==> src/rtl/rmt_pkg.sv <==
package rmt_pkg;

  // True when a new mapping may be taken given the post-release in-use count.
  function automatic logic rmt_can_take(input int limit, input int in_after_rel);
    return (limit == 0) || (in_after_rel < limit);
  endfunction

  // True when need temporaries are free.
  function automatic logic rmt_has_room(input int limit, input int used, input int need);
    return (limit == 0) || (need <= (limit - used));
  endfunction

  // Saturating increment against an explicit ceiling.
  function automatic int rmt_sat_inc(input int value, input logic inc, input int ceiling);
    return (inc && (value < ceiling)) ? value + 1 : value;
  endfunction

  // Larger of two values.
  function automatic int rmt_max(input int a, input int b);
    return (a > b) ? a : b;
  endfunction

endpackage

==> src/rtl/rmt_map_table.sv <==
module rmt_map_table #(
  parameter int NUM_REGS = 16,
  parameter int TAG_W    = 5,
  localparam int REG_W   = (NUM_REGS > 1) ? $clog2(NUM_REGS) : 1
) (
  input  logic             clk,
  input  logic             rst_n,
  input  logic             wr_en,
  input  logic [REG_W-1:0] wr_reg,
  input  logic [TAG_W-1:0] wr_tag,
  input  logic             clr_en,
  input  logic [TAG_W-1:0] clr_tag,
  input  logic [REG_W-1:0] rd_reg,
  output logic             rd_valid,
  output logic [TAG_W-1:0] rd_tag
);

  logic [NUM_REGS-1:0] ent_valid;
  logic [TAG_W-1:0]    ent_tag [NUM_REGS];

  for (genvar g = 0; g < NUM_REGS; g++) begin : g_ent
    logic hit_wr;
    logic hit_clr;
    assign hit_wr  = wr_en && (wr_reg == REG_W'(g));
    assign hit_clr = clr_en && ent_valid[g] && (ent_tag[g] == clr_tag);

    always_ff @(posedge clk) begin
      if (!rst_n) begin
        ent_valid[g] <= 1'b0;
        ent_tag[g]   <= '0;
      end else if (hit_wr) begin
        ent_valid[g] <= 1'b1;
        ent_tag[g]   <= wr_tag;
      end else if (hit_clr) begin
        ent_valid[g] <= 1'b0;
      end
    end
  end

  always_comb begin
    rd_valid = 1'b0;
    rd_tag   = '0;
    for (int i = 0; i < NUM_REGS; i++) begin
      if (rd_reg == REG_W'(i)) begin
        rd_valid = ent_valid[i];
        rd_tag   = ent_valid[i] ? ent_tag[i] : '0;
      end
    end
  end

endmodule

==> src/rtl/rmt_pool_ctr.sv <==
module rmt_pool_ctr
  import rmt_pkg::*;
#(
  parameter int POOL_LIMIT = 8,
  parameter int CNT_W      = 8,
  parameter int NEED_W     = 4
) (
  input  logic              clk,
  input  logic              rst_n,
  input  logic              alloc_req,
  input  logic              rel_req,
  input  logic [NEED_W-1:0] need,
  output logic              alloc_ok,
  output logic              rel_ok,
  output logic              room,
  output logic [CNT_W-1:0]  used,
  output logic [CNT_W-1:0]  peak
);

  localparam int CNT_MAX = (1 << CNT_W) - 1;

  logic [CNT_W-1:0] after_rel;
  logic [CNT_W-1:0] used_nxt;

  assign rel_ok    = rel_req && (used != '0);
  assign after_rel = used - CNT_W'(rel_ok);
  assign alloc_ok  = alloc_req && rmt_can_take(POOL_LIMIT, int'(after_rel));
  assign used_nxt  = CNT_W'(rmt_sat_inc(int'(after_rel), alloc_ok, CNT_MAX));
  assign room      = rmt_has_room(POOL_LIMIT, int'(used), int'(need));

  always_ff @(posedge clk) begin
    if (!rst_n) begin
      used <= '0;
      peak <= '0;
    end else begin
      used <= used_nxt;
      peak <= CNT_W'(rmt_max(int'(peak), int'(used_nxt)));
    end
  end

endmodule

==> src/rtl/rmt_life_ctr.sv <==
module rmt_life_ctr
  import rmt_pkg::*;
#(
  parameter int LIFE_W = 16
) (
  input  logic              clk,
  input  logic              rst_n,
  input  logic              bump,
  output logic [LIFE_W-1:0] count
);

  localparam int LIFE_MAX = (LIFE_W >= 31) ? 32'h7fff_ffff : ((1 << LIFE_W) - 1);

  always_ff @(posedge clk) begin
    if (!rst_n) count <= '0;
    else        count <= LIFE_W'(rmt_sat_inc(int'(count), bump, LIFE_MAX));
  end

endmodule

==> src/rtl/rename_map_tracker.sv <==
module rename_map_tracker #(
  parameter int NUM_REGS   = 16,
  parameter int TAG_W      = 5,
  parameter int POOL_LIMIT = 8,
  parameter int CNT_W      = 8,
  parameter int LIFE_W     = 16,
  parameter int NEED_W     = 4,
  localparam int REG_W     = (NUM_REGS > 1) ? $clog2(NUM_REGS) : 1
) (
  input  logic              clk,
  input  logic              rst_n,
  input  logic              alloc_valid,
  input  logic [REG_W-1:0]  alloc_reg,
  input  logic [TAG_W-1:0]  alloc_tag,
  input  logic              rel_valid,
  input  logic [TAG_W-1:0]  rel_tag,
  input  logic [REG_W-1:0]  query_reg,
  output logic              query_valid,
  output logic [TAG_W-1:0]  query_tag,
  input  logic [NEED_W-1:0] need_count,
  output logic              avail,
  output logic [CNT_W-1:0]  in_use,
  output logic [CNT_W-1:0]  peak_use,
  output logic [LIFE_W-1:0] total_created
);

  // Internal events, named for the checker.
  logic alloc_accept;
  logic rel_effective;

  rmt_pool_ctr #(
    .POOL_LIMIT (POOL_LIMIT),
    .CNT_W      (CNT_W),
    .NEED_W     (NEED_W)
  ) u_pool (
    .clk       (clk),
    .rst_n     (rst_n),
    .alloc_req (alloc_valid),
    .rel_req   (rel_valid),
    .need      (need_count),
    .alloc_ok  (alloc_accept),
    .rel_ok    (rel_effective),
    .room      (avail),
    .used      (in_use),
    .peak      (peak_use)
  );

  rmt_map_table #(
    .NUM_REGS (NUM_REGS),
    .TAG_W    (TAG_W)
  ) u_table (
    .clk      (clk),
    .rst_n    (rst_n),
    .wr_en    (alloc_accept),
    .wr_reg   (alloc_reg),
    .wr_tag   (alloc_tag),
    .clr_en   (rel_valid),
    .clr_tag  (rel_tag),
    .rd_reg   (query_reg),
    .rd_valid (query_valid),
    .rd_tag   (query_tag)
  );

  rmt_life_ctr #(
    .LIFE_W (LIFE_W)
  ) u_life (
    .clk   (clk),
    .rst_n (rst_n),
    .bump  (alloc_accept),
    .count (total_created)
  );

endmodule

==> config.mk <==
export PLATFORM = sky130hd
export DESIGN_NAME = rename_map_tracker
export DESIGN_NICKNAME = d
export VERILOG_FILES = /design/src/rtl/rmt_pkg.sv /design/src/rtl/rmt_map_table.sv /design/src/rtl/rmt_pool_ctr.sv /design/src/rtl/rmt_life_ctr.sv /design/src/rtl/rename_map_tracker.sv
export SDC_FILE = /design/constraint.sdc
export NUM_CORES = 1
export LEC_CHECK = 0
export ABC_AREA = 1
export BUFFER_PORTS_ARGS = -buffer_cell sky130_fd_sc_hd__buf_2
export CAP_MARGIN = 15
export CORE_UTILIZATION = 50
export CTS_BUF_LIST = sky130_fd_sc_hd__clkbuf_16
export DETAILED_ROUTE_END_ITERATION = 8
export PLACE_DENSITY = 0.72
export SLEW_MARGIN = 20
export SYNTH_ARGS = -nofsm -noshare
export SYNTH_HDL_FRONTEND = slang
export SYNTH_SLANG_ARGS = --single-unit
==> constraint.sdc <==
create_clock -name clk -period 3.6 [get_ports clk]
set_input_delay 0.36 -clock clk [delete_from_list [all_inputs] [get_ports clk]]
set_output_delay 0.36 -clock clk [all_outputs]
set_load 0.02 [all_outputs]
==> summary.txt <==
Synth
  • Yosys cell types: 39
  • Number of synthesized flops with an enable pin: 80
  • Yosys Warn Count: 0
  • Syn Area/Cell: about 7.9 µm²
  • Share of flip-flops with an asynchronous set or reset: 0%
  • Top post-synthesis cells by area: edfxtp_1 33%, dfxtp_1 13%, nor2_1 9.0%
  • Commonest cells post-synth: 174 x nor2_1, 156 x nand2_1, 108 x inv_1
  • Post-synthesis sequential area ratio: 46.31%
  • Cells after Synth: approximately 920
  • Yosys reg bits: approximately 130
  • Cell Area, Synth: 7262 µm²
  • Syn Nets: roughly 970
  • Most common cell in the netlist: nor2_1
  • Post-synth top area cell: edfxtp_1
  • Synth top area share: 33.08%
  • Ys flop type: edfxtp_1

Global routing
  • Largest net degree at the start of global routing: 62
  • Vias in the first global route: roughly 6500
  • Global route overflow: 0
  • First-pass GRT wire length: approximately 33 mm
  • Antenna violations before repair: 0
  • All-Layer GR Usage: around 29%

Hold path
  • Worst hold path type: input port to flip-flop
  • Hold path cells: 4
  • Hold Path Origin: alloc_reg[3]
  • Hold EP: u_table.ent_valid[7]

Clocking
  • Clk root buf: clkbuf_16
  • CTS tree: done
  • Max clock buf depth: 2
  • H-Tree Depth: 4
  • CTS buffer count: 17
  • Cts hold-fix bufs: 0
  • CTS sink count: ~130
  • Clk_lat worst skew: ~0.43 ns
  • Clock Pin Slew Worst Setup and Hold Paths: approximately 0.06 ns

Routing
  • WL per Instance: roughly 18 µm
  • Post-route ant nets: 0
  • DRC: 0
  • Vias: about 6900
  • DRT Pass-1 Iters: 6
  • Drt total wl: roughly 21 mm
  • 1st-iter DRT viols: a little under 700
  • Routed vias/inst: between 5 and 6

STA
  • Final critical-path required period: between 3 and 4 ns
  • FMAX: 288.6 MHz
  • Tcrit/Tclk final: 96.26%
  • Clk_skew: between 0.008 and 0.009 ns
  • Slew Limit Headroom: around 44%
  • Worst slew pin tran: ~0.84 ns
  • Final Max Slew Viols: 0
  • Final Hold Viols: 0
  • Final setup fails: 0
  • Final setup margin: around 0.13 ns

Job
  • Max-cap viol count: 0

Worst setup path
  • Worst reg2reg path depth: 21
  • CP Launch Type: flip-flop
  • Worst Path Arrival: approximately 3.8 ns
  • Worst reg2reg setup slack: 0.13 ns
  • WP data required: 3.92 ns
  • Worst r2r src: u_pool.used[1]
  • Critical path fanouts, max: 8
  • Crit Path Category: flip-flop to flip-flop
  • FF-to-FF End: u_pool.peak[1]
  • Endpoint class of the critical path: flip-flop

Cells and area
  • Antenna cells: 0
  • Fin nets: roughly 1100
  • Share of layout cells above drive strength 1: roughly 16%
  • Area Growth Syn to Fin: 19.80%
  • Layout Cells excl Fill: 1210

Placement
  • DP HPWL: between 10 and 15 mm
  • PortBufs: between 60 and 70
  • RePlAce Congestion: 0.9654
  • Place WS: -0.07615 ns
  • Placed insts: roughly 1200

Floorplanning
  • Die area: 15010 µm²
  • Die Span Y: about 120 µm
  • Initial Util: 51.72%
  • IO Pins: 65
  • Rows: 43
  • Die Wd: between 100 and 150 µm
  • Core Box Area: about 14000 µm²

Power
  • Peak VDD IR: approximately 750 µV
  • Register share of total power: a little under a third
  • Internal: 3754 µW
  • Switch Pwr: between 2000 and 2500 µW
  • Sw Ratio: between 30% and 40%
  • Power Dens Cells: ~680 nW/µm²
  • Clock Power Share: 30.1%
  • Leakage power total: 0.003774 µW
  • Comb power frac: between 30% and 40%

Run status
  • Outcome: completed
## repair_timing
action	CTS	global route
setup buffers	2	3
setup endpoints to repair	8	8
cloned	1	0
gates resized for setup	6	22
pin swaps	2	10
## critical path, stage by stage, from the launching register on
cell      delay (ns)
dfxtp_4         0.37
inv_2           0.07
ha_4            0.17
a31oi_2         0.18
ha_2            0.24
ha_4            0.18
nand2_2         0.08
o21ai_2         0.15
nand2_2         0.09
nor2_4          0.14
nand4_4         0.16
clkinv_2        0.08
nand3_1         0.08
and2_4          0.15
ha_1            0.28
nand2_2         0.09
o21ai_2         0.14
nand2_1         0.06
o211ai_1        0.17
o21ai_2         0.22
o211ai_1        0.21
inv_1           0.06
## per-stage QoR
stage	area (µm²)	hold slack, ns	setup TNS, ns	total power [µW]	util [%]
2_1_floorplan	7279	0.4471	0	3195	-
3_3_place_gp	7950	0.4558	0	3712	56.62
3_5_place_dp	7950	0.4666	-0.08208	3754	56.62
4_1_cts	8587	0.4394	0	5642	61.15
5_1_grt	8700	0.4855	-0.1419	6212	61.95
6_report	8700	0.4582	0	5910	61.95
## worst max-delay path by stage
stage / start / endpoint / depth (start not counted)
after detailed placement: u_pool.used[1] / u_pool.peak[2] / 21
after CTS: u_pool.used[1] / u_pool.peak[2] / 21
after global routing: u_pool.used[6] / u_pool.peak[3] / 19
final: u_pool.used[1] / u_pool.peak[1] / 21
after global placement: u_pool.used[1] / u_pool.peak[2] / 21
after floorplan: u_pool.used[6] / u_pool.peak[7] / 20
## cell type report
class                      instances  area (µm²)
multi-input combinational        652        3456
clock inverter                    14       172.7
sequential                       128        3368
fill                            1263        5343
clock buffer                      17       425.4
inverter                         116       439.2
tap                              180       225.2
timing repair buffer             103       613.1
## per-layer routing
metal	vias up	track usage [%]	share of wire [%]
li1	3336	-	-
met1	3144	38.10	42
met2	363	46.63	46
met3	62	6.273	8.9
met4	0	14.25	2.8
met5	-	0	0
## cells in the final DEF (no fill, tap or decap), types with 11 or more instances in the layout
master / instances
nor2_1: 172
o21ai_0: 34
nand2_1: 153
edfxtp_1: 80
buf_4: 39
nand4_1: 24
a21oi_1: 35
a221oi_1: 24
dfxtp_1: 46
ha_1: 14
nor3_1: 13
inv_1: 106
clkbuf_16: 17
o22ai_1: 24
nand3_1: 82
clkinv_1: 11
xor2_1: 22
buf_2: 64
## power groups by stage
| stage | clock (µW) | combinational [µW] | sequential, µW |
|---|---|---|---|
| floorplan | 0 | 1270 | 1930 |
| global placement | 0 | 1850 | 1860 |
| detailed placement | 0 | 1890 | 1860 |
| CTS | 1790 | 2020 | 1830 |
| global route | 1840 | 2510 | 1860 |
| finish | 1780 | 2280 | 1850 |
## cells by family (layout without fill, tap and decap cells)
logic type | after synthesis | count (layout) | synth area share [%]
buf+inv | 145 | 250 | 7.788
flops | 128 | 128 | 46.31
xor+xnor | 29 | 29 | 3.601
simple gates | 467 | 467 | 27.71
compound gates | 138 | 139 | 11.66
fa+ha+maj | 17 | 17 | 2.929
## sequential cells by signal, summed over array words and instances, names as in the netlist
signal	flops
u_life.count	16
u_pool.used	8
u_table.ent_tag	80
u_table.ent_valid	16
u_pool.peak	8
(Power assumes the default switching activity.)
